<file path="config.mk">
export PLATFORM = sky130hd
export DESIGN_NAME = adc_cal_sequencer
export DESIGN_NICKNAME = d
export VERILOG_FILES = /design/src/rtl/adcseq_pkg.sv /design/src/rtl/adcseq_step_table.sv /design/src/rtl/adcseq_rate_check.sv /design/src/rtl/adcseq_wait_timer.sv /design/src/rtl/adcseq_ctrl.sv /design/src/rtl/adc_cal_sequencer.sv
export SDC_FILE = /design/constraint.sdc
export NUM_CORES = 1
export LEC_CHECK = 0
export ABC_AREA = 1
export BUFFER_PORTS_ARGS = -buffer_cell sky130_fd_sc_hd__buf_2
export CAP_MARGIN = 10
export CORE_ASPECT_RATIO = 1.2
export CORE_UTILIZATION = 49
export DETAILED_ROUTE_END_ITERATION = 6
export GPL_ROUTABILITY_DRIVEN = 0
export HOLD_SLACK_MARGIN = 0.12
export PLACE_DENSITY = 0.77
export SETUP_SLACK_MARGIN = 0.02
export SLEW_MARGIN = 15
export SYNTH_ARGS = -nofsm -noshare
export SYNTH_HDL_FRONTEND = slang
export SYNTH_SLANG_ARGS = --single-unit
</file>
<file path="constraint.sdc">
create_clock -name clk -period 3.5 [get_ports clk]
set_input_delay 0 -clock clk [delete_from_list [all_inputs] [get_ports clk]]
set_output_delay 0 -clock clk [all_outputs]
set_load 0.01 [all_outputs]
</file>
<file path="src/rtl/adcseq_pkg.sv">
// Package: register layout constants, state encoding and word builders
// shared by the sequencer modules. Assumes the 24-bit mode and
// configuration word layouts given in the brief.
package adcseq_pkg;

    localparam int WORD_W  = 24;
    localparam int ADDR_W  = 3;
    localparam int CH_W    = 3;
    localparam int NCH     = 8;
    localparam int RATE_W  = 10;
    localparam int GAIN_W  = 3;

    localparam logic [ADDR_W-1:0] A_MODE = 3'd1;
    localparam logic [ADDR_W-1:0] A_CONF = 3'd2;
    localparam logic [ADDR_W-1:0] A_DATA = 3'd3;

    typedef enum logic [2:0] {
        OP_CONT    = 3'd0,
        OP_SINGLE  = 3'd1,
        OP_IDLE    = 3'd2,
        OP_PDOWN   = 3'd3,
        OP_CAL_IZ  = 3'd4,
        OP_CAL_IF  = 3'd5,
        OP_CAL_SZ  = 3'd6,
        OP_CAL_SF  = 3'd7
    } op_sel_e;

    typedef enum logic [3:0] {
        ST_INIT_MODE,
        ST_INIT_CONF,
        ST_CH,
        ST_MODE,
        ST_WAIT,
        ST_READ,
        ST_PARK,
        ST_ABORT,
        ST_IDLE,
        ST_GAIN,
        ST_RATE
    } seq_state_e;

    // Mode word: select 23:21, clock source 19:18, filter word 9:0.
    function automatic logic [WORD_W-1:0] mode_word(input op_sel_e sel,
                                                    input logic [1:0] csrc,
                                                    input logic [RATE_W-1:0] rate);
        return {sel, 1'b0, csrc, 8'b0, rate};
    endfunction

    // Configuration word: one-hot channel 15:8, unipolar 3, gain 2:0.
    function automatic logic [WORD_W-1:0] conf_word(input logic [NCH-1:0] oh,
                                                    input logic uni,
                                                    input logic [GAIN_W-1:0] gain);
        return {8'b0, oh, 4'b0, uni, gain};
    endfunction

endpackage

</file>
<file path="src/rtl/adcseq_step_table.sv">
// Calibration step decoder: maps a step index to the channel and the
// calibration select for that step. Steps come in pairs per channel,
// zero-scale first. Assumes STEPS is even.
module adcseq_step_table
    import adcseq_pkg::*;
#(
    parameter int STEPS    = 8,
    parameter int FIRST_CH = 4,
    localparam int IDX_W   = (STEPS > 1) ? $clog2(STEPS) : 1
) (
    input  logic [IDX_W-1:0] idx,
    output logic [CH_W-1:0]  chan,
    output op_sel_e          sel,
    output logic             last
);

    // Decode the step index into channel, select and last-step flag.
    always_comb begin
        chan = CH_W'(FIRST_CH) + CH_W'(idx >> 1);
        sel  = idx[0] ? OP_CAL_IF : OP_CAL_IZ;
        last = (idx == IDX_W'(STEPS - 1));
    end

endmodule

</file>
<file path="src/rtl/adcseq_rate_check.sv">
// Filter-word range check: flags a requested word as legal when it lies
// in 1..MAX_RATE. Pure combinational; assumes IN_W covers the widest
// value software may present.
module adcseq_rate_check #(
    parameter int IN_W     = 12,
    parameter int MAX_RATE = 1023
) (
    input  logic [IN_W-1:0] val,
    output logic            ok
);

    // Compare against both ends of the legal window.
    always_comb begin
        ok = (val != '0) && (val <= IN_W'(MAX_RATE));
    end

endmodule

</file>
<file path="src/rtl/adcseq_wait_timer.sv">
// Ready-wait timer: counts cycles while the sequencer waits for the
// converter and flags expiry after TMO cycles without ready.
// Assumes TMO >= 2.
module adcseq_wait_timer #(
    parameter int TMO   = 4096,
    localparam int CNT_W = $clog2(TMO + 1)
) (
    input  logic clk,
    input  logic rst_n,
    input  logic run,
    output logic expired
);

    logic [CNT_W-1:0] cnt;

    // Count while waiting, clear otherwise.
    always_ff @(posedge clk) begin
        if (!rst_n || !run) cnt <= '0;
        else                cnt <= cnt + 1'b1;
    end

    // Expiry when the wait has lasted TMO cycles.
    always_comb expired = run && (cnt == CNT_W'(TMO - 1));

    p_tmo_bound_r8: assert property (@(posedge clk) disable iff (!rst_n)
        run |-> (cnt < CNT_W'(TMO)));

endmodule

</file>
<file path="src/rtl/adcseq_ctrl.sv">
// Sequencer state machine: start-up programming, calibration sweep,
// single conversion, gain and filter-word updates, and timeout abort.
// Issues one register access at a time and holds it until reg_ack.
// Assumes reg_ack is a one-cycle pulse per access and reg_rdata is valid with it.
module adcseq_ctrl
    import adcseq_pkg::*;
#(
    parameter int STEPS     = 8,
    parameter int INIT_RATE = 480,
    localparam int IDX_W    = (STEPS > 1) ? $clog2(STEPS) : 1
) (
    input  logic                clk,
    input  logic                rst_n,
    input  logic [1:0]          clk_src,
    input  logic                unipolar,
    input  logic                conv_req,
    input  logic [CH_W-1:0]     conv_chan,
    input  logic                gain_req,
    input  logic [GAIN_W-1:0]   gain_val,
    input  logic                rate_req,
    input  logic [RATE_W-1:0]   rate_new,
    input  logic                rate_ok,
    input  logic [CH_W-1:0]     step_chan,
    input  op_sel_e             step_sel,
    input  logic                step_last,
    input  logic                tmo_hit,
    input  logic                adc_rdy,
    input  logic                reg_ack,
    input  logic [WORD_W-1:0]   reg_rdata,
    output logic [IDX_W-1:0]    step_idx,
    output logic                wait_run,
    output logic                busy,
    output logic                err,
    output logic                req_rej,
    output logic                rate_rej,
    output logic                conv_valid,
    output logic [WORD_W-1:0]   conv_data,
    output logic                reg_req,
    output logic                reg_wr,
    output logic [ADDR_W-1:0]   reg_addr,
    output logic [WORD_W-1:0]   reg_wdata
);

    seq_state_e          state;
    logic                is_cal;
    logic [CH_W-1:0]     chan_q;
    logic [NCH-1:0]      chan_oh_q;
    logic [GAIN_W-1:0]   gain_q;
    logic [RATE_W-1:0]   rate_q;
    logic [CH_W-1:0]     tgt_chan;
    logic [NCH-1:0]      tgt_oh;
    logic                any_req;

    // Target channel for the current channel write.
    always_comb begin
        tgt_chan = is_cal ? step_chan : chan_q;
        tgt_oh   = NCH'(1) << tgt_chan;
        any_req  = conv_req || gain_req || rate_req;
        busy     = (state != ST_IDLE);
        wait_run = (state == ST_WAIT);
    end

    // Drive the register-access port from the current state.
    always_comb begin
        reg_req   = 1'b0;
        reg_wr    = 1'b1;
        reg_addr  = A_MODE;
        reg_wdata = '0;
        unique case (state)
            ST_INIT_MODE, ST_PARK, ST_ABORT, ST_RATE: begin
                reg_req   = 1'b1;
                reg_wdata = mode_word(OP_IDLE, clk_src, rate_q);
            end
            ST_INIT_CONF, ST_GAIN: begin
                reg_req   = 1'b1;
                reg_addr  = A_CONF;
                reg_wdata = conf_word(chan_oh_q, unipolar, gain_q);
            end
            ST_CH: begin
                reg_req   = 1'b1;
                reg_addr  = A_CONF;
                reg_wdata = conf_word(tgt_oh, unipolar, gain_q);
            end
            ST_MODE: begin
                reg_req   = 1'b1;
                reg_wdata = mode_word(is_cal ? step_sel : OP_SINGLE, clk_src, rate_q);
            end
            ST_READ: begin
                reg_req  = 1'b1;
                reg_wr   = 1'b0;
                reg_addr = A_DATA;
            end
            default: ;
        endcase
    end

    // Sequence state, shadows and result registers.
    always_ff @(posedge clk) begin
        if (!rst_n) begin
            state      <= ST_INIT_MODE;
            is_cal     <= 1'b0;
            step_idx   <= '0;
            chan_q     <= '0;
            chan_oh_q  <= '0;
            gain_q     <= '0;
            rate_q     <= RATE_W'(INIT_RATE);
            err        <= 1'b0;
            req_rej    <= 1'b0;
            rate_rej   <= 1'b0;
            conv_valid <= 1'b0;
            conv_data  <= '0;
        end else begin
            req_rej    <= busy && any_req;
            rate_rej   <= 1'b0;
            conv_valid <= 1'b0;
            unique case (state)
                ST_INIT_MODE: if (reg_ack) state <= ST_INIT_CONF;
                ST_INIT_CONF, ST_GAIN: if (reg_ack) begin
                    state    <= ST_CH;
                    is_cal   <= 1'b1;
                    step_idx <= '0;
                end
                ST_CH: if (reg_ack) begin
                    chan_oh_q <= tgt_oh;
                    state     <= ST_MODE;
                end
                ST_MODE: if (reg_ack) state <= ST_WAIT;
                ST_WAIT: begin
                    if (adc_rdy) begin
                        if (!is_cal) begin
                            state <= ST_READ;
                        end else if (step_last) begin
                            state <= ST_PARK;
                        end else begin
                            step_idx <= step_idx + 1'b1;
                            state    <= ST_CH;
                        end
                    end else if (tmo_hit) begin
                        err   <= 1'b1;
                        state <= ST_ABORT;
                    end
                end
                ST_READ: if (reg_ack) begin
                    conv_data  <= reg_rdata;
                    conv_valid <= 1'b1;
                    state      <= ST_IDLE;
                end
                ST_PARK, ST_ABORT, ST_RATE: if (reg_ack) state <= ST_IDLE;
                ST_IDLE: begin
                    if (conv_req) begin
                        chan_q <= conv_chan;
                        is_cal <= 1'b0;
                        state  <= ST_CH;
                    end else if (gain_req) begin
                        if (conf_word(chan_oh_q, unipolar, gain_val)
                            != conf_word(chan_oh_q, unipolar, gain_q)) begin
                            gain_q <= gain_val;
                            state  <= ST_GAIN;
                        end
                    end else if (rate_req) begin
                        if (rate_ok) begin
                            rate_q <= rate_new;
                            state  <= ST_RATE;
                        end else begin
                            rate_rej <= 1'b1;
                        end
                    end
                end
                default: state <= ST_IDLE;
            endcase
        end
    end

    // An access, once raised, holds its address and data until acknowledged.
    p_req_hold_r4: assert property (@(posedge clk) disable iff (!rst_n)
        (reg_req && !reg_ack) |=> (reg_req && $stable(reg_addr) && $stable(reg_wdata)));

    // Calibration mode writes carry only the internal zero/full-scale selects.
    p_cal_sel_r2: assert property (@(posedge clk) disable iff (!rst_n)
        (reg_req && state == ST_MODE && is_cal)
            |-> (reg_wdata[23:21] == 3'd4 || reg_wdata[23:21] == 3'd5));

    // Requests during a sequence are refused on the next cycle.
    p_busy_rej_r7: assert property (@(posedge clk) disable iff (!rst_n)
        (busy && conv_req) |=> req_rej);

    // A refused filter word leaves the shadow untouched.
    p_rate_keep_r6: assert property (@(posedge clk) disable iff (!rst_n)
        rate_rej |-> $stable(rate_q));

    // The error flag never clears without reset.
    p_err_sticky_r9: assert property (@(posedge clk) disable iff (!rst_n)
        err |=> err);

    // A result strobe only appears once the block is idle again.
    p_valid_idle_r3: assert property (@(posedge clk) disable iff (!rst_n)
        conv_valid |-> !busy);

endmodule

</file>
<file path="src/rtl/adc_cal_sequencer.sv">
// Top level: ties the sequencing state machine to the calibration step
// decoder, the filter-word range check and the ready-wait timer.
// Assumes an external engine performs each register access on reg_*.
module adc_cal_sequencer
    import adcseq_pkg::*;
#(
    parameter int RDY_TMO      = 4096,
    parameter int INIT_RATE    = 480,
    parameter int CAL_STEPS    = 8,
    parameter int CAL_FIRST_CH = 4,
    parameter int RATE_IN_W    = 12,
    localparam int IDX_W       = (CAL_STEPS > 1) ? $clog2(CAL_STEPS) : 1,
    localparam int MAX_RATE    = (1 << RATE_W) - 1
) (
    input  logic                  clk,
    input  logic                  rst_n,
    input  logic [1:0]            clk_src,
    input  logic                  unipolar,
    input  logic                  conv_req,
    input  logic [2:0]            conv_chan,
    input  logic                  gain_req,
    input  logic [2:0]            gain_val,
    input  logic                  rate_req,
    input  logic [RATE_IN_W-1:0]  rate_val,
    output logic                  busy,
    output logic                  err,
    output logic                  req_rej,
    output logic                  rate_rej,
    output logic                  conv_valid,
    output logic [23:0]           conv_data,
    output logic                  reg_req,
    output logic                  reg_wr,
    output logic [2:0]            reg_addr,
    output logic [23:0]           reg_wdata,
    input  logic                  reg_ack,
    input  logic [23:0]           reg_rdata,
    input  logic                  adc_rdy
);

    logic [IDX_W-1:0] step_idx;
    logic [CH_W-1:0]  step_chan;
    op_sel_e          step_sel;
    logic             step_last;
    logic             rate_ok;
    logic             wait_run;
    logic             tmo_hit;

    adcseq_step_table #(.STEPS(CAL_STEPS), .FIRST_CH(CAL_FIRST_CH)) u_steps (
        .idx  (step_idx),
        .chan (step_chan),
        .sel  (step_sel),
        .last (step_last)
    );

    adcseq_rate_check #(.IN_W(RATE_IN_W), .MAX_RATE(MAX_RATE)) u_rate (
        .val (rate_val),
        .ok  (rate_ok)
    );

    adcseq_wait_timer #(.TMO(RDY_TMO)) u_timer (
        .clk     (clk),
        .rst_n   (rst_n),
        .run     (wait_run),
        .expired (tmo_hit)
    );

    adcseq_ctrl #(.STEPS(CAL_STEPS), .INIT_RATE(INIT_RATE)) u_ctrl (
        .clk        (clk),
        .rst_n      (rst_n),
        .clk_src    (clk_src),
        .unipolar   (unipolar),
        .conv_req   (conv_req),
        .conv_chan  (conv_chan),
        .gain_req   (gain_req),
        .gain_val   (gain_val),
        .rate_req   (rate_req),
        .rate_new   (rate_val[RATE_W-1:0]),
        .rate_ok    (rate_ok),
        .step_chan  (step_chan),
        .step_sel   (step_sel),
        .step_last  (step_last),
        .tmo_hit    (tmo_hit),
        .adc_rdy    (adc_rdy),
        .reg_ack    (reg_ack),
        .reg_rdata  (reg_rdata),
        .step_idx   (step_idx),
        .wait_run   (wait_run),
        .busy       (busy),
        .err        (err),
        .req_rej    (req_rej),
        .rate_rej   (rate_rej),
        .conv_valid (conv_valid),
        .conv_data  (conv_data),
        .reg_req    (reg_req),
        .reg_wr     (reg_wr),
        .reg_addr   (reg_addr),
        .reg_wdata  (reg_wdata)
    );

endmodule

</file>
# --- Yosys cells after proc, flatten, opt, wreduce, memory -nomap -nowiden ---
# Index checks and enable logic that the tools add are counted.
totals:
  ff_bits: 73
  latchBits: 0
  ramBits: 0
  rom_bits: 0
  inputBits: 52
  output_inout_bits: 58
  wordCells: 111
  memories: 0
op_classes:
  addsub: 3
  multipliers: 0
  div: 0
  order_cmp: 1
  eq_ne: 27
  shift: 1
  n_mux: 32
  bitwise_logic: 6
  reduce_logical: 28
op_table:
  columns: ["operator", "n"]
  rows:
  - ["one-hot mux 24 bit (4 select lines)", 1]
  - ["2-to-1 mux 4 bit", 13]
  - ["one-hot mux 4 bit (7 select lines)", 1]
  - ["2-to-1 mux 3 bit", 7]
  - ["== test 4 x 3 -> 1 bit, second input constant", 4]
  - ["inequality test 2 bit, second input constant", 7]
  - ["adder 13 x 1 -> 13 bit, second input constant", 1]
  - ["== test 13 x 12 -> 1 bit, second input constant", 1]
  - ["== test 4 bit, second input constant", 3]
  - ["<= comparator 12 x 10 -> 1 bit, second input constant", 1]
  - ["inequality test 4 bit, second input constant", 3]
  - ["nonzero test 12 bit", 1]
  - ["AND reduction 5 bit", 2]
  - ["AND reduction 9 bit", 1]
  - ["OR reduction 9 bit", 1]
  - ["== test 4 x 2 -> 1 bit, second input constant", 2]
  - ["AND reduction 2 bit", 4]
  - ["OR reduction 4 bit", 2]
  - ["left shift 1 x 3 -> 8 bit, first input constant", 1]
  - ["2-to-1 mux 1 bit", 7]
  - ["inverter 1 bit", 6]
  - ["one-hot mux 3 bit (2 select lines)", 1]
  - ["AND reduction 3 bit", 2]
  - ["OR reduction 5 bit", 1]
  - ["18 further kinds", 25]

# --- Depth between registers and ports, before layout ---
logic_depth:
  ltp_word: 7
  ltp_mapped: 12
  mapped_depth_nobuf: 12

# --- Modules after synthesis ---
# A second synthesis with hierarchy kept.
hier_totals:
  hier_cells: 505
  area_unflattened_um2: 3616.0
modules_own_cells:
  columns: ["module", "instances", "cells_per_inst", "area_each_um2", "seq_area_each_um2"]
  rows:
  - ["adcseq_ctrl", 1, 399, 2912.8, 1201.2]
  - ["adcseq_wait_timer", 1, 85, 595.6, 260.2]
  - ["adcseq_step_table", 1, 11, 66.3, 0.0]
  - ["adcseq_rate_check", 1, 10, 41.3, 0.0]

# --- Least setup slack after synthesis ---
# No wires, ideal clock.
synth_timing:
  path_type: "register -> register"
  startpoint: "reg u_timer.cnt[0]"
  endpoint: "reg u_ctrl.state[0]"
  setup_ns: 0.064
  t_arrival_ns: 1.432
  required_ns: 3.436
  setup_slack_ns: 2.004
  path_stages_with_launch: 12
  path_buffers: 0
  synth_period_minus_slack_ns: 1.496
  path_cell_list: "dfxtp_1 ha_1 nand2_1 nor2_2 nand2_2 nor2_4 nand3_2 o21ai_4 nand3_2 nand2_1 inv_1 nor2_1"
synth_between:
  elab_chain_len: 4
synth_rtl:
  columns: ["element", "line_no", "source"]
  rows:
  - ["from (decl)", "adcseq_wait_timer.sv:14", "logic [CNT_W-1:0] cnt;"]
  - ["from (signal assigned)", "adcseq_wait_timer.sv:19", "else cnt <= cnt + 1'b1;"]
  - ["== test 13 x 12 -> 1 bit", "adcseq_wait_timer.sv:23", "always_comb expired = run && (cnt == CNT_W'(TMO - 1));"]
  - ["logical AND 1 bit", "adcseq_wait_timer.sv:23", null]
  - ["inequality test 3 bit (no source line)", null, null]
  - ["AND reduction 9 bit (no source line)", null, null]
  - ["to (signal assigned)", "adcseq_ctrl.sv:100", "state <= ST_INIT_MODE;"]
  - ["to (signal assigned)", "adcseq_ctrl.sv:117", "ST_INIT_MODE: if (reg_ack) state <= ST_INIT_CONF;"]
  - ["to (signal assigned)", "adcseq_ctrl.sv:119", "state <= ST_CH;"]
  - ["to (decl)", "adcseq_ctrl.sv:44", "seq_state_e state;"]
# No other way between the ends.
# A chain may end at the register's enable or synchronous reset.

# --- Worst setup path in the final report ---
layout_timing:
  startpoint: "reg u_ctrl.state[1]"
  endpoint: "reg u_ctrl.rate_rej"
layout_between:
  elab_chain_len: 3
layout_rtl:
  columns: ["element", "line_no", "source"]
  rows:
  - ["== test 4 bit", "adcseq_ctrl.sv:116", "unique case (state)"]
  - ["inverter 1 bit (no source line)", null, null]
  - ["OR reduction 5 bit (no source line)", null, null]
  - ["to (signal assigned)", "adcseq_ctrl.sv:109", "rate_rej <= 1'b0;"]
  - ["to (signal assigned)", "adcseq_ctrl.sv:114", "rate_rej <= 1'b0;"]
  - ["to (signal assigned)", "adcseq_ctrl.sv:165", "rate_rej <= 1'b1;"]
  - ["to (decl)", "adcseq_ctrl.sv:35", "output logic rate_rej,"]
# No other way between the ends.

==> results.yml <==
cts:
  cts_setup_buffers: 0
  clkTransAtPathRegs_ns: 0.08
  clk_latency_ns: 0.36
  clock_sinks: 73
  numCtsBuffers: 9
  clock_path_buffers: 2
  htree_levels: 3
  root_buffer: "clkbuf_8"
  tritoncts: "yes"
yosys:
  synth_top_family_by_area: "simple AND/OR/NAND/NOR gates"
  seq_area_frac_synth_pct: 42.4
  synth_area_um2: 3450
  synth_common_cells: "nand2_1 (86), dfxtp_1 (73), inv_1 (65), a21oi_1 (62), nor2_1 (45)"
  syn_inst: 482
  ys_ff_latch: 73
  yosys.cell_count.top_type: "nand2_1"
  async_reset_ff_share_pct: 0
  synth_mux_area_share_pct: 0
  synth_fa_ha_area_share_pct: 1.09
  synth.top_cell.area_share_pct: 42.4
  synth-edff-count: 0
  synth-compound-area-share_pct: 17.4
  synthFlopType: "dfxtp_1"
  synth.area.top_cells: "dfxtp_1 (42%), nand2_1 (9.4%), a21oi_1 (9.0%)"
  yosysTopAreaCell: "dfxtp_1"
  synth_cell_types: 37
  post_synth_and_or_nand_nor_area_fraction_pct: 27.3
  yosysWarnings: 0
  avgSynthCellArea_um2: 7.16
  synth_xor_area_share_pct: 0.508
critical_path:
  critPathCaptureType: "flop"
  cp_max_fo: 6
  critPathKind: "flop to flop"
  critPathLaunchType: "flop"
  required_ns: 3.80
  worstPathArrival_ns: 3.28
global_route:
  antenna_found_initial: 0
  grtUsageTotal_pct: 26.8
  grt_pass1_wl_um: 15500
  grt_start_max_net_pins: 35
  grt_pass1_vias: 3569
  grt_remaining_overflow: 0
sta:
  tightest_slew_ns: 0.805
  setup_violations: 0
  clock_skew_ns: 0.00774
  finalCritPeriodShare_pct: 85.1
  rsz0062_at_grt: "false"
  maxSlewHeadroom_pct: 46.2
  hold_viol: 0
  max_freq_ghz: 0.336
  fin_setup_tns_ns: 0
  period_needed_ns: 2.98
  slew_violations: 0
cells_and_area:
  drive_above_1_share_pct: 22.1
  antennaDiodeCount: 0
  fin_cells: 729
  nets: 692
  syn_to_final_growth_pct: 38.4
power_and_ir_drop:
  p_sw_mw: 1.04
  ir_worst_vdd_mv: 0.427
  p_int_mw: 1.68
  clkPwrFrac_pct: 27.9
  powerDensity_nw_per_um2: 568
  p_leak_nw: 2.14
  switching_share_pct: 38.2
  combPwrFrac_pct: 36.5
  sequentialPowerShare_pct: 35.6
placed_design:
  portBuffers: 105
  dp.final_hpwl_um: 5770
  dp.cells: 656
drt:
  avgRoutedWirePerCell_um: 13.1
  drc: 0
  vias: 3770
  first_iter_violations: 209
  drt_wl_total_um: 9520
  drt.antenna.violating_nets: 0
  vias_per_cell: 5.17
  dr.pass1.iters: 5
floorplanning:
  die-area_um2: 7380
  dieWidth_um: 78.6
  die-height_um: 93.9
  fp-row-count: 33
  ioPinCount: 110
  start_util_pct: 50.6
  core_um2: 6810
run:
  maxCapViolCount: 0
min_path:
  hp-class: "input port to flop"
run_status:
  status: "completed"
## per-stage QoR
step / hold WS [ns] / setup slack (ns) / instance area, um^2 / utilization [%] / power, mW
global route: 0.157 / 0.362 / 4770 / 70.1 / 2.88
finish: 0.144 / 0.521 / 4770 / 70.1 / 2.71
floorplan: 0.0871 / 2.00 / 3460 / - / 1.64
global placement: 0.263 / 1.65 / 3980 / 58.4 / 1.89
CTS: 0.124 / 0.593 / 4770 / 70.1 / 2.70
detailed placement: 0.280 / 1.56 / 3980 / 58.4 / 1.91
## sequential cells by signal, indices dropped and copies added, names as in the netlist
name,cells
u_ctrl.step_idx,3
u_ctrl.chan_q,3
u_ctrl.req_rej,1
u_ctrl.is_cal,1
u_ctrl.conv_data,24
u_ctrl.rate_q,10
u_ctrl.err,1
u_ctrl.chan_oh_q,8
u_ctrl.gain_q,3
u_ctrl.conv_valid,1
u_ctrl.state,4
u_timer.cnt,13
u_ctrl.rate_rej,1
## worst max-delay path: stages, from the launching register on
cell and delay, ns:
dfxtp_1 0.38, nor2_1 0.21, nand2_2 0.16, nor4_4 0.30, dlygate4sd3_1 0.63, nand2_1 0.05
dlygate4sd3_1 0.57, nor2_1 0.08, dlygate4sd3_1 0.54
## area by class of cell
type	instances	area, um^2
Fill cell	538	2040
Multi-Input combinational cell	321	1610
Sequential cell	73	1460
Timing Repair Buffer	164	1110
Inverter	68	255
Clock buffer	9	124
Tap cell	87	109
Clock inverter	7	103
## path summary, 6_finish.rpt
path                   startpoint  slack (ns)              end  cells after the start
hold reg to reg    u_timer.cnt[0]        0.45   u_timer.cnt[0]                      1
hold / removal            reg_ack        0.14    u_ctrl.is_cal                      3
setup reg to reg  u_ctrl.state[1]        0.52  u_ctrl.rate_rej                      8
setup / recovery  u_ctrl.state[1]        0.52  u_ctrl.rate_rej                      8
## what timing repair did
| action | CTS | global route |
|---|---|---|
| hold endpoints to repair | 46 | 0 |
| hold buffers | 57 | 0 |
| gates resized for setup | 0 | 0 |
## layer usage
metal | up-vias | routed length [um] | track usage, %
met3 | 32 | 518 | 5.63
met4 | 0 | 340 | 14.5
met5 | - | 0 | 0
met2 | 150 | 4660 | 46.1
li1 | 1878 | - | -
met1 | 1710 | 4000 | 30.9
## placed cells by master, fill, tap and decap left out, types with 6 or more instances in the layout
cell and n:
clkbuf_8 9, dlygate4sd3_1 57, buf_2 105, dfxtp_1 73
o22ai_1 9, nor3_1 6, a21oi_1 62, nor2_1 45
inv_1 65, nand4_1 7, o21ai_0 26, nand3_1 41
nand2_1 86
## kinds of logic (layout without fill, tap and decap cells)
kind of cell,count (synthesis),in the layout
fa+ha+maj,3,3
simple gates,203,203
buf+inv,91,248
flops,73,73
other cells,1,4
xor+xnor,2,2
compound gates,109,109
## power groups by stage
stage,clock network (mW),logic (mW),registers (mW)
detailed placement,0,0.929,0.983
floorplan,0,0.667,0.974
global route,0.791,1.11,0.974
global placement,0,0.910,0.980
finish,0.756,0.991,0.966
CTS,0.760,0.979,0.964
Note: power is estimated with default switching activity, not from simulation.
